[src/rtl/prio_irq_pkg.sv]
package prio_irq_pkg;
  typedef enum logic {
    CFG_MASK = 1'b0,
    CFG_GIE  = 1'b1
  } cfg_sel_e;
endpackage

[src/rtl/irq_pend_bit.sv]
module irq_pend_bit (
  input  logic clk_i,
  input  logic rst_ni,
  input  logic req_i,
  input  logic clr_i,
  output logic pend_o
);
  logic req_q;
  logic set;

  assign set = req_i & ~req_q;

  always_ff @(posedge clk_i or negedge rst_ni) begin
    if (!rst_ni) begin
      req_q  <= 1'b0;
      pend_o <= 1'b0;
    end else begin
      req_q  <= req_i;
      // new edge wins over a coincident clear
      pend_o <= set | (pend_o & ~clr_i);
    end
  end
endmodule

[src/rtl/irq_cfg_regs.sv]
module irq_cfg_regs
  import prio_irq_pkg::*;
#(
  parameter int unsigned N_LINES = 8
) (
  input  logic               clk_i,
  input  logic               rst_ni,
  input  logic               wr_en_i,
  input  logic               wr_addr_i,
  input  logic [N_LINES-1:0] wr_data_i,
  output logic [N_LINES-1:0] mask_o,
  output logic               gie_o
);
  cfg_sel_e sel;
  assign sel = cfg_sel_e'(wr_addr_i);

  always_ff @(posedge clk_i or negedge rst_ni) begin
    if (!rst_ni) begin
      mask_o <= '0;
      gie_o  <= 1'b0;
    end else if (wr_en_i) begin
      unique case (sel)
        CFG_MASK: mask_o <= wr_data_i;
        CFG_GIE:  gie_o  <= wr_data_i[0];
        default:  ;
      endcase
    end
  end
endmodule

[src/rtl/irq_prio_enc.sv]
module irq_prio_enc #(
  parameter int unsigned N_LINES = 8,
  localparam int unsigned IDX_W = (N_LINES > 1) ? $clog2(N_LINES) : 1
) (
  input  logic [N_LINES-1:0] act_i,
  output logic               valid_o,
  output logic [IDX_W-1:0]   idx_o
);
  always_comb begin
    valid_o = |act_i;
    idx_o   = '0;
    // scan downward so the lowest index is assigned last
    for (int i = N_LINES - 1; i >= 0; i--) begin
      if (act_i[i]) idx_o = IDX_W'(i);
    end
  end
endmodule

[src/rtl/prio_irq_ctrl.sv]
module prio_irq_ctrl #(
  parameter int unsigned    N_LINES  = 8,
  parameter int unsigned    VEC_W    = 8,
  parameter logic [VEC_W-1:0] VEC_BASE = 8'h20,
  parameter logic [VEC_W-1:0] NMI_VEC  = 8'h02
) (
  input  logic               clk_i,
  input  logic               rst_ni,
  input  logic [N_LINES-1:0] req_i,
  input  logic               nmi_i,
  input  logic               wr_en_i,
  input  logic               wr_addr_i,
  input  logic [N_LINES-1:0] wr_data_i,
  input  logic               ack_i,
  input  logic [VEC_W-1:0]   ack_vec_i,
  output logic               irq_o,
  output logic [VEC_W-1:0]   vec_o
);
  localparam int unsigned IDX_W = (N_LINES > 1) ? $clog2(N_LINES) : 1;

  logic [N_LINES-1:0] pend_q;
  logic [N_LINES-1:0] clr;
  logic [N_LINES-1:0] mask_q;
  logic [N_LINES-1:0] act;
  logic               gie_q;
  logic               nmi_pend_q;
  logic               nmi_clr;
  logic               enc_valid;
  logic [IDX_W-1:0]   enc_idx;

  for (genvar g = 0; g < N_LINES; g++) begin : g_line
    assign clr[g] = ack_i && (ack_vec_i == VEC_BASE + VEC_W'(g));

    irq_pend_bit u_pend (
      .clk_i  (clk_i),
      .rst_ni (rst_ni),
      .req_i  (req_i[g]),
      .clr_i  (clr[g]),
      .pend_o (pend_q[g])
    );
  end

  assign nmi_clr = ack_i && (ack_vec_i == NMI_VEC);

  irq_pend_bit u_nmi (
    .clk_i  (clk_i),
    .rst_ni (rst_ni),
    .req_i  (nmi_i),
    .clr_i  (nmi_clr),
    .pend_o (nmi_pend_q)
  );

  irq_cfg_regs #(.N_LINES(N_LINES)) u_cfg (
    .clk_i     (clk_i),
    .rst_ni    (rst_ni),
    .wr_en_i   (wr_en_i),
    .wr_addr_i (wr_addr_i),
    .wr_data_i (wr_data_i),
    .mask_o    (mask_q),
    .gie_o     (gie_q)
  );

  assign act = pend_q & mask_q & {N_LINES{gie_q}};

  irq_prio_enc #(.N_LINES(N_LINES)) u_enc (
    .act_i   (act),
    .valid_o (enc_valid),
    .idx_o   (enc_idx)
  );

  always_comb begin
    irq_o = nmi_pend_q | enc_valid;
    if (nmi_pend_q)     vec_o = NMI_VEC;
    else if (enc_valid) vec_o = VEC_BASE + VEC_W'(enc_idx);
    else                vec_o = '0;
  end
endmodule

[config.mk]
export PLATFORM = sky130hd
export DESIGN_NAME = prio_irq_ctrl
export DESIGN_NICKNAME = d
export VERILOG_FILES = /design/src/rtl/prio_irq_pkg.sv /design/src/rtl/irq_pend_bit.sv /design/src/rtl/irq_cfg_regs.sv /design/src/rtl/irq_prio_enc.sv /design/src/rtl/prio_irq_ctrl.sv
export SDC_FILE = /design/constraint.sdc
export NUM_CORES = 1
export LEC_CHECK = 0
export BUFFER_PORTS_ARGS = -buffer_cell sky130_fd_sc_hd__clkbuf_2
export CAP_MARGIN = 10
export CORE_MARGIN = 2
export CORE_UTILIZATION = 49
export CTS_BUF_LIST = sky130_fd_sc_hd__clkbuf_16
export DETAILED_ROUTE_END_ITERATION = 6
export HOLD_SLACK_MARGIN = 0.15
export PLACE_DENSITY = 0.8
export SYNTH_ARGS = -nofsm -noshare
export SYNTH_HDL_FRONTEND = slang
export SYNTH_SLANG_ARGS = --single-unit
[constraint.sdc]
create_clock -name clk_i -period 1.7 [get_ports clk_i]
set_clock_uncertainty 0.05 [all_clocks]
set_input_delay 0.34 -clock clk_i [delete_from_list [all_inputs] [get_ports clk_i]]
set_output_delay 0.34 -clock clk_i [all_outputs]
set_load 0.02 [all_outputs]
==> impl_metrics.py, run 1 <==
metrics = {
    "critical_path": {
        "critPathLaunchType": "flip-flop",
        "critPathCaptureType": "primary output",
        "reg2reg_setup_slack_ns": 0.70,
        "crit_fanout": 3,
        "required_ns": 1.31,
        "cp.arrival_ns": 1.48,
        "r2r_start": "g_line[1].u_pend.pend_o$_DFF_PN0_",
        "timing.rr.end": "g_line[1].u_pend.pend_o$_DFF_PN0_",
        "timing.reg2reg.worst_path_depth": 4,
        "path_class": "flip-flop to primary output",
    },
    "final_layout": {
        "most_common_library_cell_in_the_layout_ignoring_fill_and_taps": "sky130_fd_sc_hd__clkbuf_2",
        "layout-drive-gt1-share_pct": 44.7,
        "layout.core_utilization_pct": 76.2,
        "fin_area_mm2": 0.00172,
        "final_nets": 192,
        "post_synthesis_to_final_layout_area_growth_pct": 43.6,
        "mostFrequentLayoutCells": "sky130_fd_sc_hd__clkbuf_2 (29), sky130_fd_sc_hd__dfrtp_1 (26), sky130_fd_sc_hd__buf_4 (17)",
        "nFillCells": 156,
        "num_antenna_cells": 0,
    },
    "die": {
        "io_pins": 39,
        "die_width_um": 53.4,
        "die_y_um": 53.4,
        "floorplan.die_area_mm2": 0.00285,
        "core_area_mm2": 0.00225,
        "rows": 17,
        "initial_core_utilization_pct": 53.1,
    },
    "synthesis": {
        "synth.avg_cell_area_um2": 11.6,
        "synthSimpleGateAreaFrac_pct": 10.3,
        "postSynth.asyncResetShare_pct": 100,
        "ys_dominant_reg_cell": "sky130_fd_sc_hd__dfrtp_1",
        "synth_area_mm2": 0.00120,
        "postSynthCellCount": 103,
        "yosys-mux-area-fraction_pct": 8.47,
        "ys.warnings.count": 0,
        "synth_sequential_area_ratio_pct": 56.5,
        "synth_top_family_by_area": "compound AO/OA/AOI/OAI gates",
        "post_synth_xor_area_fraction_pct": 0,
        "post_synth_edffs": 0,
        "synth_seq_cells": 27,
        "synth.lib_cells_used.distinct": 30,
        "synth-adder-area-share_pct": 0,
        "synth-compound-area-share_pct": 18.1,
    },
    "sta": {
        "grt_setup_unrepaired": "true",
        "worst_hold_slack_ns": 0.152,
        "maxClockFrequency_mhz": 536,
        "final_max_slew_viol_count": 0,
        "final_critical_path_setup_slack_ns": -0.166,
        "worst_slew_pin_slew_ns": 0.665,
        "report.final.setup_viol": 5,
        "fin_crit_ns": 1.87,
        "final_hold_viol_count": 0,
        "period_share_pct": 110,
        "slew_headroom_pct": 55.7,
    },
    "power": {
        "vdd.ir_drop.worst_uv": 628,
        "power_uw": 1510,
        "total_leakage_power_uw": 0.000828,
        "p_per_area_mw_per_mm2": 878,
    },
    "placed_design": {
        "numPortBuffers": 34,
        "dpl-instance-area_mm2": 0.00145,
        "dp_slack_ns": -0.0352,
        "routabilityCongestion": 0.856,
        "dp.final_hpwl_mm": 1.92,
    },
    "route": {
        "antenna_left": 0,
        "detail_route.vias_per_cell": 5.29,
        "routed-via-count": 1000,
        "first_pass_iteration_count_of_the_detailed_router": 4,
        "routedWlPerCell_um": 14.4,
        "wl_mm": 2.71,
        "drc": 0,
        "drt_iter0_markers": 17,
    },
    "global_route": {
        "antenna_found_initial": 0,
        "track_usage_pct": 21.5,
        "grt_pass1_vias": 979,
        "grt_first_pass_wirelength_mm": 4.26,
        "grt_max_degree": 28,
        "grt_overflow_total": 0,
    },
    "worst_hold_path": {
        "class_of_the_most_critical_hold_timing_path": "primary input to flip-flop",
        "count_of_cells_along_the_worst_hold_path": 1,
        "holdCritStartpoint": "nmi_i",
        "hold-path-endpoint": "u_nmi.req_q$_DFF_PN0_",
    },
    "cts": {
        "cts.htree.levels": 1,
        "clk_path_buf_depth": 2,
        "cts_inserted_buffers": 3,
        "cts.reportedPaths.clkPinSlew_ns": 0.06,
        "cts_root_buf": "sky130_fd_sc_hd__clkbuf_16",
        "cts.sink_count": 27,
        "cts_tree": "yes",
        "clk_latency_ns": 0.26,
    },
    "status": {
        "violations": "negative setup slack",
        "run_status": "finished, violations left",
    },
    "run": {
        "max_cap_viol_count": 0,
    },
}
[where the power goes]
part / switching [µW] / internal [µW] / total [µW]
Sequential: 39.2 / 687 / 727
Combinational: 115 / 147 / 262
Clock: 205 / 315 / 519
[flip-flops by register name, summed over array words and instances (netlist names)]
signal,cells
u_cfg.gie_o,1
u_nmi.req_q,1
g_line.u_pend.pend_o,8
u_cfg.mask_o,8
u_nmi.pend_o,1
g_line.u_pend.req_q,8
[per-layer routing]
metal,GRT usage [%],wire (µm),vias to the layer above
met5,0,0,-
met4,9.40,37,0
met3,3.11,135,5
met2,36.4,1320,38
met1,26.9,1220,468
li1,-,-,489
[worst max-delay path: stages (launching register included)]
cell	delay (ns)
sky130_fd_sc_hd__dfrtp_1	0.41
sky130_fd_sc_hd__a22oi_2	0.23
sky130_fd_sc_hd__nand2b_4	0.17
sky130_fd_sc_hd__buf_6	0.10
sky130_fd_sc_hd__a41o_1	0.17
sky130_fd_sc_hd__clkbuf_8	0.14
[area by class of cell]
class	instances	area (µm²)	area share, %
flip-flops and latches	27	677	39.4
repair buffers	57	384	22.4
well taps	28	35.0	2.04
clock buffers	3	75.1	4.37
inverters	10	37.5	2.18
clock inverters	1	3.75	0.218
multi-input cells	63	505	29.4
[cells in the mapped netlist (2+ instances only)]
cell type                  count  share of area [%]
sky130_fd_sc_hd__buf_4         4                2.5
sky130_fd_sc_hd__nand4_1       2                1.0
sky130_fd_sc_hd__nand2b_1      3                1.6
sky130_fd_sc_hd__dfrtp_1      27                 56
sky130_fd_sc_hd__nand2_1       8                2.5
sky130_fd_sc_hd__a22o_1        4                2.9
sky130_fd_sc_hd__inv_1        10                3.1
sky130_fd_sc_hd__o31ai_1       6                3.8
sky130_fd_sc_hd__mux2_2        9                8.5
sky130_fd_sc_hd__o21ai_0       7                2.9
sky130_fd_sc_hd__a31oi_1       2                1.0
sky130_fd_sc_hd__o21ai_1       2               0.84
sky130_fd_sc_hd__o41ai_2       2                2.7
[through the flow]
stage | std cells | setup TNS [ns]
2_1_floorplan | 106 | 0
3_3_place_gp | 171 | 0
3_5_place_dp | 171 | -0.0904
4_1_cts | 187 | -0.722
5_1_grt | 189 | -0.941
6_report | 189 | -0.672
[what timing repair did]
action | in CTS | in global routing
hold buffers | 6 | 1
resized for setup | 10 | 10
pin swaps | 5 | 6
buffers inserted | 7 | 1
setup endpoints to repair | 5 | 5
gates cloned | 0 | 0
endpoints found under the hold margin | 32 | 1
[logic make-up (layout without fill, tap and decap cells)]
| kind of cell | count (synthesis) | in the layout |
|---|---|---|
| simple gates | 21 | 21 |
| other cells | 1 | 4 |
| compound gates | 29 | 29 |
| buf+inv | 16 | 71 |
| flops | 27 | 27 |
| mux | 9 | 9 |
[worst max path at each step]
stage / start / endpoint
final: u_cfg.mask_o[0]$_DFFE_PN0P_ / vec_o[1]
after global placement: ack_vec_i[4] / g_line[4].u_pend.pend_o$_DFF_PN0_
after global routing: u_cfg.mask_o[0]$_DFFE_PN0P_ / vec_o[1]
after detailed placement: ack_vec_i[4] / g_line[5].u_pend.pend_o$_DFF_PN0_
after CTS: g_line[0].u_pend.pend_o$_DFF_PN0_ / vec_o[2]
after floorplan: g_line[0].u_pend.pend_o$_DFF_PN0_ / vec_o[2]
No activity file was read; power rests on OpenSTA's default activity.
==> inputs of run 2 (changes only) <==
PLACE_DENSITY = unset   (was 0.8)
PLACE_DENSITY_LB_ADDON = 0.3   (was unset)
==> run 2 against run 1 <==
Net effect:
- the run still ends with negative setup slack left
- final area increased by 3.0%
- critical path depth decreased by 1
- register-to-register slack about the same
- setup slack got worse by 0.0058 ns
- routed wire length about the same
- first-iteration DRC count decreased by 53%
- maximum frequency decreased by 0.31%
- combinational power increased by 5%
- total power increased by 2.9%
- critical endpoint unchanged
==> impl_metrics.py, run 2 (same netlist as run 1, synthesis figures left out) <==
metrics = {
    "die": {
        "io_pins": 39,
        "die_y_um": 53.4,
        "die_width_um": 53.4,
        "floorplan.die_area_mm2": 0.00285,
        "rows": 17,
        "core_area_mm2": 0.00225,
        "initial_core_utilization_pct": 53.1,
    },
    "global_route": {
        "grt_max_degree": 28,
        "grt_pass1_vias": 994,
        "grt_overflow_total": 0,
        "grt_first_pass_wirelength_mm": 4.23,
        "antenna_found_initial": 0,
        "track_usage_pct": 21.7,
    },
    "cts": {
        "cts_root_buf": "sky130_fd_sc_hd__clkbuf_16",
        "cts_tree": "yes",
        "cts.htree.levels": 1,
        "clk_latency_ns": 0.26,
        "cts.reportedPaths.clkPinSlew_ns": 0.07,
        "cts_inserted_buffers": 3,
        "cts.sink_count": 27,
        "clk_path_buf_depth": 2,
    },
    "critical_path": {
        "critPathLaunchType": "flip-flop",
        "crit_fanout": 2,
        "path_class": "flip-flop to primary output",
        "slowest_stage": "sky130_fd_sc_hd__dfrtp_1",
        "critPathCaptureType": "primary output",
        "max_stage_delay_ns": 0.39,
        "required_ns": 1.31,
        "path_delay_family": "compound AO/OA/AOI/OAI gates",
        "crit_path_cell_trace": "a22o_1 > a31o_2 > a41o_1 > clkbuf_8",
        "worst-path-buf-inv": 1,
        "cp.arrival_ns": 1.48,
    },
    "sta": {
        "report.final.setup_viol": 5,
        "period_share_pct": 110,
        "slew_headroom_pct": 57.1,
        "grt_setup_unrepaired": "true",
        "maxClockFrequency_mhz": 534,
        "fin_crit_ns": 1.87,
        "final_critical_path_setup_slack_ns": -0.171,
        "worst_hold_slack_ns": 0.152,
        "final_hold_viol_count": 0,
        "final_max_slew_viol_count": 0,
        "worst_slew_pin_slew_ns": 0.644,
    },
    "status": {
        "violations": "negative setup slack",
        "run_status": "finished, violations left",
    },
    "placed_design": {
        "routabilityCongestion": 0.834,
        "dp.final_hpwl_mm": 1.82,
        "dpl-instance-area_mm2": 0.00143,
        "numPortBuffers": 34,
        "dp_slack_ns": -0.0572,
    },
    "final_layout": {
        "layout.area.seq_um2": 677,
        "nFillCells": 154,
        "num_antenna_cells": 0,
        "fin_area_mm2": 0.00177,
        "layout-drive-gt1-share_pct": 47.3,
        "multiInputGateArea_um2": 513,
        "final_nets": 196,
        "top_regs": "g_line.u_pend.pend_o x8, g_line.u_pend.req_q x8, u_cfg.mask_o x8",
        "mostFrequentLayoutCells": "sky130_fd_sc_hd__clkbuf_2 (30), sky130_fd_sc_hd__dfrtp_1 (26), sky130_fd_sc_hd__buf_4 (18)",
        "post_synthesis_to_final_layout_area_growth_pct": 47.9,
        "most_common_library_cell_in_the_layout_ignoring_fill_and_taps": "sky130_fd_sc_hd__clkbuf_2",
    },
    "route": {
        "wl_mm": 2.72,
        "antenna_left": 0,
        "detail_route.vias_per_cell": 5.30,
        "routed-via-count": 1023,
        "routedWlPerCell_um": 14.1,
        "drt_iter0_markers": 8,
        "drc": 0,
        "first_pass_iteration_count_of_the_detailed_router": 4,
    },
    "run": {
        "max_cap_viol_count": 0,
    },
    "power": {
        "total_leakage_power_uw": 0.000845,
        "p_per_area_mw_per_mm2": 877,
        "vdd.ir_drop.worst_uv": 804,
    },
    "worst_hold_path": {
        "class_of_the_most_critical_hold_timing_path": "primary input to flip-flop",
    },
}
-- run 2: area by class of cell --
cell class,instances,area share (%)
multi-input cells,63,29.0
repair buffers,61,23.9
inverters,10,2.12
flip-flops and latches,27,38.3
well taps,28,1.98
clock buffers,3,4.24
clock inverters,1,0.495
-- run 2: path summary, 6_finish.rpt --
| path | slack [ns] | to | depth (start not counted) | from |
|---|---|---|---|---|
| worst min register to register | 0.37 | g_line[0].u_pend.pend_o$_DFF_PN0_ | 1 | g_line[0].u_pend.req_q$_DFF_PN0_ |
| worst max register to register | 0.69 | g_line[2].u_pend.pend_o$_DFF_PN0_ | 4 | g_line[2].u_pend.pend_o$_DFF_PN0_ |
| max in group asynchronous | 0.56 | u_cfg.gie_o$_DFFE_PN0P_ | 2 | rst_ni |
| min in group asynchronous | 0.59 | u_cfg.gie_o$_DFFE_PN0P_ | 2 | rst_ni |
| worst min-delay path | 0.15 | g_line[1].u_pend.req_q$_DFF_PN0_ | 1 | req_i[1] |
| worst max-delay path | -0.17 | vec_o[1] | 4 | g_line[2].u_pend.pend_o$_DFF_PN0_ |
-- run 2: where the power goes --
| part | total, µW | switching, µW | internal (µW) |
|---|---|---|---|
| Combinational | 276 | 123 | 153 |
| Clock | 552 | 226 | 325 |
| Sequential | 724 | 37.4 | 687 |
| Total | 1550 | 387 | 1170 |
-- run 2: repair_timing --
item                                   CTS  global route
setup endpoints to repair                5             5
hold buffers                             9             0
buffers inserted                         9             3
endpoints found under the hold margin   35             0
pin swaps                                4             7
gates resized for setup                  8            15
-- run 2: stage by stage --
step	setup TNS, ns	cells	utilization [%]	power, µW
after floorplan	0	106	-	837
after global placement	-0.000555	169	63.5	911
after detailed placement	-0.126	169	63.5	921
after CTS	-0.761	190	75.1	1520
after global routing	-0.943	193	78.5	1630
final	-0.690	193	78.5	1550
-- run 2: layer usage --
metal  track usage, %  part of all wire [%]
met5                0                     0
met4             9.83                   1.1
met3             5.08                   4.8
met2             37.7                    52
met1             25.0                    42
==> inputs of run 3 (changes only) <==
BUFFER_PORTS_ARGS = unset   (was -buffer_cell sky130_fd_sc_hd__clkbuf_2)
CORE_UTILIZATION = 58   (was 49)
DONT_BUFFER_PORTS = 1   (was unset)
RECOVER_POWER = 50   (was unset)
==> run 3 against run 2 <==
Net effect:
- the run still ends with negative setup slack left
- maximum frequency rose by 2.0%
- global-route usage rose by 2.0 points
- utilization rose by 0.55 points
- critical path type unchanged
- critical path depth did not move
- final area fell by 12%
- first-iteration DRC count rose by 130%
==> impl_metrics.py, run 3 (same netlist as run 1, synthesis figures left out) <==
metrics = {
    "die": {
        "initial_core_utilization_pct": 61.0,
        "io_pins": 39,
        "die_y_um": 49.4,
        "floorplan.die_area_mm2": 0.00244,
        "rows": 16,
        "core_area_mm2": 0.00196,
        "die_width_um": 49.4,
    },
    "global_route": {
        "antenna_found_initial": 0,
        "track_usage_pct": 23.7,
        "global_route.peak_usage_layer": "met2",
        "grt_first_pass_wirelength_mm": 4.29,
        "met1_usage_pct": 28.5,
        "gr-usage-met2_pct": 41.0,
        "grt_pass1_vias": 983,
        "grt_max_degree": 28,
        "grt_overflow_total": 0,
        "grtUsageMet3_pct": 5.52,
    },
    "sta": {
        "fin_crit_ns": 1.83,
        "worst_hold_slack_ns": 0.160,
        "grt_setup_unrepaired": "true",
        "fin_tns_setup_ns": -0.489,
        "report.final.setup_viol": 5,
        "final_critical_path_setup_slack_ns": -0.135,
        "period_share_pct": 108,
        "worst_slew_pin_slew_ns": 0.638,
        "slew_headroom_pct": 57.4,
        "final_hold_viol_count": 0,
        "maxClockFrequency_mhz": 545,
        "final_max_slew_viol_count": 0,
    },
    "final_layout": {
        "most_common_library_cell_in_the_layout_ignoring_fill_and_taps": "sky130_fd_sc_hd__dfrtp_1",
        "num_antenna_cells": 0,
        "post_synthesis_to_final_layout_area_growth_pct": 29.6,
        "layout.core_utilization_pct": 79.0,
        "top_regs": "g_line.u_pend.pend_o x8, g_line.u_pend.req_q x8, u_cfg.mask_o x8",
        "mostFrequentLayoutCells": "sky130_fd_sc_hd__dfrtp_1 (27), sky130_fd_sc_hd__buf_4 (14), sky130_fd_sc_hd__inv_1 (11)",
        "final_nets": 162,
        "layout-drive-gt1-share_pct": 29.0,
    },
    "critical_path": {
        "path_class": "flip-flop to primary output",
        "worst-path-buf-inv": 1,
        "required_ns": 1.31,
        "crit_fanout": 3,
        "crit_path_cell_trace": "a22o_1 > nand2_2 > nor4bb_2 > buf_4",
        "critPathCaptureType": "primary output",
        "max_stage_delay_ns": 0.37,
        "path_delay_family": "flip-flops",
        "slowest_stage": "sky130_fd_sc_hd__dfrtp_1",
        "cp.arrival_ns": 1.44,
        "critPathLaunchType": "flip-flop",
    },
    "route": {
        "routed-via-count": 925,
        "first_pass_iteration_count_of_the_detailed_router": 4,
        "antenna_left": 0,
        "routedWlPerCell_um": 16.8,
        "detail_route.vias_per_cell": 5.85,
        "drc": 0,
        "drt_iter0_markers": 18,
        "wl_mm": 2.66,
    },
    "status": {
        "run_status": "finished, violations left",
        "violations": "negative setup slack",
    },
    "worst_hold_path": {
        "class_of_the_most_critical_hold_timing_path": "primary input to flip-flop",
    },
    "cts": {
        "cts_tree": "yes",
        "cts_inserted_buffers": 3,
        "cts.reportedPaths.clkPinSlew_ns": 0.06,
        "cts_root_buf": "sky130_fd_sc_hd__clkbuf_16",
        "clk_path_buf_depth": 2,
        "clk_latency_ns": 0.26,
        "cts.sink_count": 27,
        "cts.htree.levels": 1,
    },
    "power": {
        "power_uw": 1470,
        "vdd.ir_drop.worst_uv": 758,
        "total_leakage_power_uw": 0.000682,
        "p_per_area_mw_per_mm2": 949,
    },
    "placed_design": {
        "routabilityCongestion": 0.781,
        "numPortBuffers": 0,
        "dp_slack_ns": -0.00737,
        "dp.final_hpwl_mm": 1.74,
    },
    "run": {
        "max_cap_viol_count": 0,
    },
}
[run 3: per-layer routing]
layer  vias up  share of wire [%]
li1        423                  -
met1       451                 40
met2        45                 52
met3         6                6.2
met4         0                1.8
met5         -                  0
[run 3: area by class of cell]
cell class                      instances  area [µm²]
Sequential cell                        27         676
Multi-Input combinational cell         63         492
Fill cell                             132         412
Timing Repair Buffer                   27         233
Clock buffer                            3        75.1
Inverter                               10        37.5
Tap cell                               27        33.8
Clock inverter                          1        3.75
[run 3: path summary, 6_finish.rpt]
path | endpoint | cells after the start | from | slack (ns)
worst max-delay path | vec_o[2] | 4 | u_cfg.mask_o[2]$_DFFE_PN0P_ | -0.13
min in group asynchronous | u_cfg.gie_o$_DFFE_PN0P_ | 2 | rst_ni | 0.59
worst min register to register | g_line[0].u_pend.pend_o$_DFF_PN0_ | 1 | g_line[0].u_pend.req_q$_DFF_PN0_ | 0.36
worst min-delay path | g_line[0].u_pend.pend_o$_DFF_PN0_ | 2 | req_i[0] | 0.16
worst max register to register | u_cfg.gie_o$_DFFE_PN0P_ | 1 | u_cfg.gie_o$_DFFE_PN0P_ | 0.69
max in group asynchronous | u_nmi.req_q$_DFF_PN0_ | 2 | rst_ni | 0.59
[run 3: metrics by stage]
stage               area (µm²)  instances
floorplan                 1210        106
global placement          1260        134
detailed placement        1260        134
CTS                       1560        158
global route              1550        158
finish                    1550        158
[run 3: timing repair]
item,4_1_cts,5_1_grt
hold endpoints to repair,36,0
gates resized for setup,7,1
pin swaps,9,0
endpoints found under the setup margin,4,5
hold buffers,11,0
buffers inserted,9,0
[run 3: where the power goes]
| group | internal (µW) | leakage, µW | switching (µW) | total, µW |
|---|---|---|---|---|
| clock | 315 | 0.0000423 | 205 | 519 |
| sequential | 686 | 0.000290 | 38.0 | 725 |
| combinational | 126 | 0.000350 | 101 | 227 |
